**config.mk**
```make
export PLATFORM = sky130hd
export DESIGN_NAME = ring_stream_tracker
export DESIGN_NICKNAME = d
export VERILOG_FILES = /design/src/rtl/ring_stream_pkg.sv /design/src/rtl/rs_ctrl.sv /design/src/rtl/rs_ptrs.sv /design/src/rtl/rs_flags.sv /design/src/rtl/ring_stream_tracker.sv
export SDC_FILE = /design/constraint.sdc
export NUM_CORES = 1
export LEC_CHECK = 0
export BUFFER_PORTS_ARGS = -buffer_cell sky130_fd_sc_hd__buf_2
export CELL_PAD_IN_SITES_DETAIL_PLACEMENT = 0
export CELL_PAD_IN_SITES_GLOBAL_PLACEMENT = 1
export CORE_ASPECT_RATIO = 0.9
export CORE_UTILIZATION = 49
export CTS_BUF_LIST = sky130_fd_sc_hd__clkbuf_4 sky130_fd_sc_hd__clkbuf_8
export DETAILED_ROUTE_END_ITERATION = 10
export PLACE_DENSITY = 0.94
export RECOVER_POWER = 25
export SLEW_MARGIN = 20
export SYNTH_ARGS = -nofsm -noshare
export SYNTH_HDL_FRONTEND = slang
export SYNTH_SLANG_ARGS = --single-unit
export TNS_END_PERCENT = 30
```
**constraint.sdc**
```tcl
create_clock -name clk -period 13.2 [get_ports clk]
set_clock_uncertainty 0.2 [all_clocks]
set_input_delay 0.66 -clock clk [delete_from_list [all_inputs] [get_ports clk]]
set_output_delay 0.66 -clock clk [all_outputs]
set_load 0.01 [all_outputs]
```
**src/rtl/ring_stream_pkg.sv**
```systemverilog
package ring_stream_pkg;

    localparam int REG_W      = 32;
    localparam int ALIGN_BITS = 7;
    localparam int ADDR_W     = 4;

    localparam logic [ADDR_W-1:0] RA_CTRL   = 4'd0;
    localparam logic [ADDR_W-1:0] RA_STAT   = 4'd1;
    localparam logic [ADDR_W-1:0] RA_BASE   = 4'd2;
    localparam logic [ADDR_W-1:0] RA_SIZE   = 4'd3;
    localparam logic [ADDR_W-1:0] RA_COMMIT = 4'd4;
    localparam logic [ADDR_W-1:0] RA_SEG    = 4'd5;
    localparam logic [ADDR_W-1:0] RA_RDPOS  = 4'd6;
    localparam logic [ADDR_W-1:0] RA_WRPOS  = 4'd7;
    localparam logic [ADDR_W-1:0] RA_FREE   = 4'd8;

    typedef enum logic [1:0] {
        ST_IDLE  = 2'd0,
        ST_RUN   = 2'd1,
        ST_DRAIN = 2'd2
    } strm_st_e;

    // status word, bit 2 down to bit 0
    typedef struct packed {
        logic cerr;
        logic xrun;
        logic seg_hit;
    } evt_t;

    // control word, bit 2 down to bit 0
    typedef struct packed {
        logic ie;
        logic arm;
        logic en;
    } ctrl_bits_t;

    function automatic logic [REG_W-1:0] align_blk(input logic [REG_W-1:0] v);
        return {v[REG_W-1:ALIGN_BITS], {ALIGN_BITS{1'b0}}};
    endfunction

endpackage

```
**src/rtl/rs_ctrl.sv**
```systemverilog
module rs_ctrl
    import ring_stream_pkg::*;
#(
    parameter int DRAIN_CYC = 4
) (
    input  logic     clk,
    input  logic     rst,
    input  logic     en_wr,
    input  logic     en_val,
    input  logic     size_nz,
    output strm_st_e st,
    output logic     start,
    output logic     clr
);
    localparam int CNT_W = $clog2(DRAIN_CYC + 1);

    logic [CNT_W-1:0] cnt;

    always_comb start = (st == ST_IDLE) && en_wr && en_val && size_nz;
    always_comb clr   = (st == ST_IDLE) || ((st == ST_DRAIN) && (cnt == CNT_W'(1)));

    always_ff @(posedge clk) begin
        if (rst) begin
            st  <= ST_IDLE;
            cnt <= '0;
        end else begin
            case (st)
                ST_IDLE: begin
                    if (start) st <= ST_RUN;
                end
                ST_RUN: begin
                    if (en_wr && !en_val) begin
                        st  <= ST_DRAIN;
                        cnt <= CNT_W'(DRAIN_CYC);
                    end
                end
                ST_DRAIN: begin
                    if (cnt == CNT_W'(1)) st <= ST_IDLE;
                    else                  cnt <= cnt - CNT_W'(1);
                end
                default: st <= ST_IDLE;
            endcase
        end
    end

    // drain holds until its counter expires
    a_r11_drain_hold: assert property (@(posedge clk) disable iff (rst)
        (st == ST_DRAIN && cnt != CNT_W'(1)) |=> (st == ST_DRAIN));
    // a draining stream never resumes directly
    a_r11_no_resume: assert property (@(posedge clk) disable iff (rst)
        (st == ST_DRAIN) |=> (st != ST_RUN));
    // no start with a zero size
    a_r3_zero_size_idle: assert property (@(posedge clk) disable iff (rst)
        (st == ST_IDLE && !size_nz) |=> (st == ST_IDLE));

endmodule

```
**src/rtl/rs_ptrs.sv**
```systemverilog
module rs_ptrs
    import ring_stream_pkg::*;
#(
    parameter int PTR_W    = 16,
    parameter bit DIR_OUT  = 1'b1,
    parameter bit PRELOAD  = 1'b1,
    parameter int ARM_DIST = 32
) (
    input  logic             clk,
    input  logic             rst,
    input  logic             start,
    input  logic             clr,
    input  logic             run,
    input  logic [PTR_W-1:0] size,
    input  logic             commit_wr,
    input  logic [REG_W-1:0] commit_len,
    input  logic             dat_valid,
    output logic [PTR_W-1:0] fill,
    output logic [PTR_W-1:0] hw_ptr,
    output logic [PTR_W-1:0] sw_ptr,
    output logic [PTR_W-1:0] hw_ptr_inc,
    output logic [PTR_W-1:0] arm_target,
    output logic             has_work,
    output logic             dat_ready,
    output logic             beat,
    output logic             commit_bad,
    output logic             starved
);
    localparam bit DO_PRELOAD = PRELOAD && DIR_OUT;

    function automatic logic [PTR_W-1:0] wrap_add(input logic [PTR_W-1:0] p,
                                                  input logic [PTR_W-1:0] d,
                                                  input logic [PTR_W-1:0] sz);
        logic [PTR_W:0] s;
        s = {1'b0, p} + {1'b0, d};
        if (s >= {1'b0, sz}) s = s - {1'b0, sz};
        return s[PTR_W-1:0];
    endfunction

    logic [PTR_W-1:0] avail;
    logic [PTR_W-1:0] add_len;
    logic [PTR_W-1:0] fill_nx;
    logic             len_ok;
    logic             commit_ok;

    generate
        if (DIR_OUT) begin : g_out
            assign avail    = size - fill;
            assign has_work = (fill != '0);
            assign fill_nx  = fill + add_len - PTR_W'(beat);
        end else begin : g_in
            assign avail    = fill;
            assign has_work = (fill != size);
            assign fill_nx  = fill - add_len + PTR_W'(beat);
        end
    endgenerate

    assign len_ok     = (commit_len <= REG_W'(avail));
    assign commit_ok  = run && commit_wr && len_ok;
    assign commit_bad = run && commit_wr && !len_ok;
    assign add_len    = commit_ok ? commit_len[PTR_W-1:0] : '0;
    assign dat_ready  = run && has_work;
    assign beat       = dat_ready && dat_valid;
    assign starved    = run && dat_valid && !has_work;
    assign hw_ptr_inc = wrap_add(hw_ptr, PTR_W'(1), size);
    assign arm_target = wrap_add(hw_ptr, PTR_W'(ARM_DIST), size);

    always_ff @(posedge clk) begin
        if (rst) begin
            fill   <= '0;
            hw_ptr <= '0;
            sw_ptr <= '0;
        end else if (start) begin
            fill   <= DO_PRELOAD ? size : '0;
            hw_ptr <= '0;
            sw_ptr <= '0;
        end else if (clr) begin
            fill   <= '0;
            hw_ptr <= '0;
            sw_ptr <= '0;
        end else if (run) begin
            fill <= fill_nx;
            if (beat)      hw_ptr <= hw_ptr_inc;
            if (commit_ok) sw_ptr <= wrap_add(sw_ptr, add_len, size);
        end
    end

    // fill never passes the buffer size
    a_r6_fill_bound: assert property (@(posedge clk) disable iff (rst)
        run |-> (fill <= size));
    // the hardware position only moves on a beat
    a_r6_hw_hold: assert property (@(posedge clk) disable iff (rst)
        (run && !beat) |=> $stable(hw_ptr));
    // a rejected commit leaves the software position alone
    a_r5_bad_commit_hold: assert property (@(posedge clk) disable iff (rst)
        commit_bad |=> $stable(sw_ptr));
    // a stopped stream holds all counters at zero
    a_r11_idle_zero: assert property (@(posedge clk) disable iff (rst)
        (clr && !start) |=> (fill == '0 && hw_ptr == '0 && sw_ptr == '0));

endmodule

```
**src/rtl/rs_flags.sv**
```systemverilog
module rs_flags
    import ring_stream_pkg::*;
#(
    parameter int PTR_W = 16
) (
    input  logic             clk,
    input  logic             rst,
    input  logic             seg_wr,
    input  logic [PTR_W-1:0] seg_val,
    input  logic             ctrl_wr,
    input  ctrl_bits_t       ctrl_val,
    input  logic [PTR_W-1:0] arm_target,
    input  logic             beat,
    input  logic [PTR_W-1:0] hw_ptr_inc,
    input  logic             starved,
    input  logic             commit_bad,
    input  logic             stat_wr,
    input  evt_t             stat_clr,
    output logic [PTR_W-1:0] seg_ptr,
    output logic             ie,
    output evt_t             status,
    output logic             irq
);
    evt_t set_v;
    evt_t clr_v;
    logic arm;

    assign arm           = ctrl_wr && ctrl_val.arm;
    assign set_v.seg_hit = beat && ie && (hw_ptr_inc == seg_ptr);
    assign set_v.xrun    = starved;
    assign set_v.cerr    = commit_bad;
    assign clr_v         = stat_wr ? stat_clr : '0;
    assign irq           = status.seg_hit && ie;

    always_ff @(posedge clk) begin
        if (rst) begin
            seg_ptr <= '0;
            ie      <= 1'b0;
            status  <= '0;
        end else begin
            if (arm)         seg_ptr <= arm_target;
            else if (seg_wr) seg_ptr <= seg_val;
            if (ctrl_wr)     ie <= ctrl_val.ie || ctrl_val.arm;
            status <= (status & ~clr_v) | set_v;
        end
    end

    // a segment hit survives unless cleared
    a_r10_hit_sticky: assert property (@(posedge clk) disable iff (rst)
        (status.seg_hit && !(stat_wr && stat_clr.seg_hit)) |=> status.seg_hit);
    // data request without data raises the xrun flag
    a_r7_xrun_set: assert property (@(posedge clk) disable iff (rst)
        starved |=> status.xrun);
    // rejected commit raises the error flag
    a_r5_cerr_set: assert property (@(posedge clk) disable iff (rst)
        commit_bad |=> status.cerr);
    // arming always enables the interrupt
    a_r9_arm_enables: assert property (@(posedge clk) disable iff (rst)
        arm |=> ie);

endmodule

```
**src/rtl/ring_stream_tracker.sv**
```systemverilog
module ring_stream_tracker
    import ring_stream_pkg::*;
#(
    parameter int PTR_W     = 16,
    parameter bit DIR_OUT   = 1'b1,
    parameter bit PRELOAD   = 1'b1,
    parameter int ARM_DIST  = 32,
    parameter int DRAIN_CYC = 4
) (
    input  logic              clk,
    input  logic              rst,
    input  logic [ADDR_W-1:0] reg_addr,
    input  logic [REG_W-1:0]  reg_wdata,
    input  logic              reg_we,
    output logic [REG_W-1:0]  reg_rdata,
    input  logic              dat_valid,
    output logic              dat_ready,
    output logic [REG_W-1:0]  buf_addr,
    output logic              irq
);
    strm_st_e         st;
    logic             start, clr, run;
    logic [REG_W-1:0] base_q;
    logic [PTR_W-1:0] size_q;
    logic [PTR_W-1:0] fill, hw_ptr, sw_ptr, hw_ptr_inc, arm_target, seg_ptr;
    logic [PTR_W-1:0] rd_pos, wr_pos;
    logic             has_work, beat, commit_bad, starved, ie, busy, en_rb;
    logic             wr_ctrl;
    ctrl_bits_t       cw;
    evt_t             status;

    assign wr_ctrl = reg_we && (reg_addr == RA_CTRL);
    assign cw      = ctrl_bits_t'(reg_wdata[2:0]);
    assign run     = (st == ST_RUN);
    assign en_rb   = (st != ST_IDLE);
    assign busy    = (st == ST_DRAIN) || (run && has_work);
    assign rd_pos  = DIR_OUT ? hw_ptr : sw_ptr;
    assign wr_pos  = DIR_OUT ? sw_ptr : hw_ptr;

    always_ff @(posedge clk) begin
        if (rst) begin
            base_q <= '0;
            size_q <= '0;
        end else if (st == ST_IDLE && reg_we) begin
            if (reg_addr == RA_BASE) base_q <= align_blk(reg_wdata);
            if (reg_addr == RA_SIZE) size_q <= {reg_wdata[PTR_W-1:ALIGN_BITS], {ALIGN_BITS{1'b0}}};
        end
    end

    rs_ctrl #(.DRAIN_CYC(DRAIN_CYC)) u_ctrl (
        .clk     (clk),
        .rst     (rst),
        .en_wr   (wr_ctrl),
        .en_val  (cw.en),
        .size_nz (|size_q),
        .st      (st),
        .start   (start),
        .clr     (clr)
    );

    rs_ptrs #(
        .PTR_W    (PTR_W),
        .DIR_OUT  (DIR_OUT),
        .PRELOAD  (PRELOAD),
        .ARM_DIST (ARM_DIST)
    ) u_ptrs (
        .clk        (clk),
        .rst        (rst),
        .start      (start),
        .clr        (clr),
        .run        (run),
        .size       (size_q),
        .commit_wr  (reg_we && (reg_addr == RA_COMMIT)),
        .commit_len (reg_wdata),
        .dat_valid  (dat_valid),
        .fill       (fill),
        .hw_ptr     (hw_ptr),
        .sw_ptr     (sw_ptr),
        .hw_ptr_inc (hw_ptr_inc),
        .arm_target (arm_target),
        .has_work   (has_work),
        .dat_ready  (dat_ready),
        .beat       (beat),
        .commit_bad (commit_bad),
        .starved    (starved)
    );

    rs_flags #(.PTR_W(PTR_W)) u_flags (
        .clk        (clk),
        .rst        (rst),
        .seg_wr     (reg_we && (reg_addr == RA_SEG)),
        .seg_val    (reg_wdata[PTR_W-1:0]),
        .ctrl_wr    (wr_ctrl),
        .ctrl_val   (cw),
        .arm_target (arm_target),
        .beat       (beat),
        .hw_ptr_inc (hw_ptr_inc),
        .starved    (starved),
        .commit_bad (commit_bad),
        .stat_wr    (reg_we && (reg_addr == RA_STAT)),
        .stat_clr   (evt_t'(reg_wdata[2:0])),
        .seg_ptr    (seg_ptr),
        .ie         (ie),
        .status     (status),
        .irq        (irq)
    );

    assign buf_addr = base_q + REG_W'(hw_ptr);

    always_comb begin
        case (reg_addr)
            RA_CTRL:  reg_rdata = REG_W'({ie, busy, en_rb});
            RA_STAT:  reg_rdata = REG_W'(status);
            RA_BASE:  reg_rdata = base_q;
            RA_SIZE:  reg_rdata = REG_W'(size_q);
            RA_SEG:   reg_rdata = REG_W'(seg_ptr);
            RA_RDPOS: reg_rdata = REG_W'(rd_pos);
            RA_WRPOS: reg_rdata = REG_W'(wr_pos);
            RA_FREE:  reg_rdata = REG_W'(size_q - fill);
            default:  reg_rdata = '0;
        endcase
    end

    // address output follows the hardware position on a beat
    a_r13_addr_step: assert property (@(posedge clk) disable iff (rst)
        (beat && hw_ptr_inc != '0) |=> (buf_addr == $past(buf_addr) + 1));
    // no data moves while draining
    a_r11_drain_quiet: assert property (@(posedge clk) disable iff (rst)
        (st == ST_DRAIN) |-> !dat_ready);

endmodule

```
==> metrics.md <==
| Metric | Value |
|---|---|
| Status | complete, but fails checks |
| Violated checks | capacitance limit, slew limit |
| Max-Slew Margin vs Limit | -0.275 |
| Hold-fix buffers, CTS | 0 |
| Core area | approximately 20000 sq um |
| Most frequent cells in the layout | 205 x nand2_1, 117 x ha_1, 116 x inv_1 |
| Final min period | between 8 and 9 ns |
| DIE AREA | ~22000 sq um |
| Critical path type | reg2reg |
| H-Tree Depth | 3 |
| Initial Util | 0.507 |
| Grt ovf | 0 |
| Ant. Diodes | 0 |
| Avg WL per Cell | 19.7 microns |
| Syn Inst Count | approximately 1.4k |
| Reg2Reg Depth | 34 |
| Final HPWL DP | 26.6 mm |
| Top_reg_cell synth | dfxtp_1 |
| Yosys warning total | 0 |
| CP arrival | ~8.7 ns |
| Peak supply drop | between 0.04 and 0.05 mV |
| Commonest non-fill, non-tap cell in the layout | nand2_1 |
| Worst Hold Class | reg2reg |
| Num CTS Buffers | 9 |
| Area Growth Syn to Fin | 7.66% |
| Synth Area per Inst | roughly 7.5 sq um |
| Comb power frac | 0.285 |
| Drt initial violations | around 880 |
| Post-CTS Setup Inserts | 0 |
| ANT nets after route | 0 |
| Count of state elements after synthesis | roughly 110 |
| Int Power | 0.000487 W |
| Largest net degree at the start of global routing | 45 |
| CP Capture Type | flip-flop |
| Number of port buffers | between 100 and 150 |
| DR pass1 iterations | 6 |
| Max Cap Violations | 1 |
| Clk pin slew, worst setup/hold paths | 0.12 ns |
| Slowest stage delay, CP | between 0.5 and 0.6 ns |
| Post-route DRC | 0 |
| CTS Sinks | about 110 |
| Die W | about 150 microns |
| Reg power frac | 0.435 |
| Slowest CP cell | nor4_1 |
| Synthesized cell area | 10300 sq um |
| Fmax achieved | between 100 and 150 MHz |
| Final Wtd Congestion | ~1.0 |
| Final setup violation count | 0 |
| I/O pin count | 106 |
| Fill cell count | roughly 2k |
| Post-cts repair resize count | 0 |
| First-pass GRT wire length | 52.0 mm |
| P_sw | roughly 0.00028 W |
| Worst setup SP type | flip-flop |
| Via count of the first global-routing pass | 9452 |
| Final design utilization | 0.546 |
| Global router's overall resource usage | 0.311 |
| Net Sw Frac | 0.366 |
| FP Rows | 49 |
| Root Driver | clkbuf_8 |
| Total Wirelength | ~34 mm |
| Final Hold Vio Count | 0 |
| PD cells | 69.3 nW/um^2 |
| Die Height | about 140 microns |
| Crit-path max FO | between 40 and 50 |
| WHS Path Cells | 2 |
| RSZ-0062 raised after global routing | false |
| Clock power share | 0.280 |
| Top cell by count, worst path | a21oi_1 |
| TritonCTS clock tree | built |
| Final worst-path cycle share | 0.649 |
| Clk Latency, worst-skew pair | about 0.4 ns |
| Initial antenna violation count | 0 |
| Slew @ Worst Pin | 1.91 ns |
| Worst Path Required | approximately 13 ns |
| Vias/cell | 6.01 |
| Unique cell type count in the Yosys netlist | 79 |
| CTS Buffer Depth | 2 |
| Slew Viols, Final | 24 |
| Post-synthesis sequential area ratio | 0.208 |
| Pleak | about 5 nW |
| Layout cells sized above 1 | 0.103 |
| Nets | about 1.6k |
| Post-Route Setup TNS | 0 ns |
| Vias | a little over 10k |
| EDFF count, synth | 0 |
| FFs w/ async S/R, synth | 0 |
| Mapped Nets | between 1.5k and 2k |
final cells by class:
| cell class | instances | area, sq um | area share |
|---|---|---|---|
| Tap cell | 280 | 350 | 0.0316 |
| Inverter | 117 | 439 | 0.0396 |
| Clock buffer | 9 | 124 | 0.0112 |
| Sequential cell | 107 | 2140 | 0.193 |
| Clock inverter | 7 | 82.6 | 0.00745 |
| Timing Repair Buffer | 114 | 571 | 0.0515 |
| Multi-Input combinational cell | 1085 | 7370 | 0.665 |
worst paths after layout:
| kind | startpoint | endpoint | slack [ns] |
|---|---|---|---|
| worst max-delay path | u_ptrs.fill[0]$_SDFFE_PP0P_ | u_ptrs.sw_ptr[7]$_SDFFE_PP0P_ | 4.63 |
| worst min-delay path | base_q[28]$_SDFFE_PP0P_ | base_q[28]$_SDFFE_PP0P_ | 0.29 |
| worst max register to register | u_ptrs.fill[0]$_SDFFE_PP0P_ | u_ptrs.sw_ptr[7]$_SDFFE_PP0P_ | 4.63 |
| worst min register to register | base_q[28]$_SDFFE_PP0P_ | base_q[28]$_SDFFE_PP0P_ | 0.29 |
registers in the layout, summed over array words and instances (netlist names), 3 cells and up:
register and cells:
u_flags.status 3, u_flags.seg_ptr 16, u_ptrs.sw_ptr 16, base_q 25, u_ptrs.hw_ptr 16, u_ptrs.fill 16, size_q 9, u_ctrl.cnt 3
synth_stat cells (9+ instances only):
library cell | instances | share of area
nand4_1 | 22 | 0.013
nand2b_1 | 13 | 0.0079
nor3_1 | 27 | 0.013
a21o_1 | 26 | 0.019
a22oi_1 | 21 | 0.015
dfxtp_1 | 107 | 0.21
a211oi_1 | 21 | 0.015
buf_2 | 9 | 0.0044
xnor2_1 | 66 | 0.056
nand3_1 | 33 | 0.016
o21ai_0 | 46 | 0.022
clkbuf_1 | 45 | 0.016
nor2b_1 | 9 | 0.0055
nor2_1 | 112 | 0.041
o211ai_1 | 14 | 0.010
and3_1 | 12 | 0.0073
mux2i_1 | 31 | 0.030
a21oi_1 | 109 | 0.053
inv_1 | 116 | 0.042
nand2_1 | 205 | 0.075
xor2_1 | 47 | 0.040
ha_1 | 117 | 0.14
a222oi_1 | 10 | 0.0097
nor4_1 | 15 | 0.0091
routing by layer:
metal,share of wire,track usage
met5,0,0
met4,0.026,0.101
met3,0.10,0.0638
met2,0.44,0.482
met1,0.44,0.428
worst max-delay path: cells and delay by family (launching register included):
kind | cells | cell delay [ns]
buffers and inverters | 2 | 0.51
AOI/OAI and AO/OA | 17 | 3.10
and+or+nand+nor | 8 | 2.06
xor gates and xnor gates | 2 | 0.42
adders and majority gates | 4 | 1.33
DFF | 1 | 0.38
muxes | 1 | 0.47
power groups by stage:
stage	registers, W	logic (W)	clock network, W
after floorplan	0.000339	0.000153	0
after global placement	0.000341	0.000212	0
after detailed placement	0.000342	0.000214	0
after CTS	0.000334	0.000215	0.000219
after global routing	0.000335	0.000236	0.000232
final	0.000334	0.000219	0.000215
kinds of logic after synthesis:
group	Yosys count	share of synthesized area
AO/OA/AOI/OAI	330	0.215
XOR/XNOR	113	0.0962
adder cells (fa/ha/maj)	123	0.154
buffers and inverters	185	0.0742
flip-flops	107	0.208
multiplexers	37	0.0370
AND/OR/NAND/NOR	482	0.216
through the flow:
step	setup WS (ns)	hold slack, ns	instances	cell area (sq um)	total power, W
after global placement	5.06	0.264	1703	10900	0.000553
after global routing	4.08	0.270	1719	11100	0.000803
final	4.63	0.286	1719	11100	0.000768
after detailed placement	4.91	0.269	1703	10900	0.000555
after CTS	4.83	0.271	1719	11100	0.000768
after floorplan	5.97	0.250	1377	10300	0.000492
(Power assumes the default switching activity.)
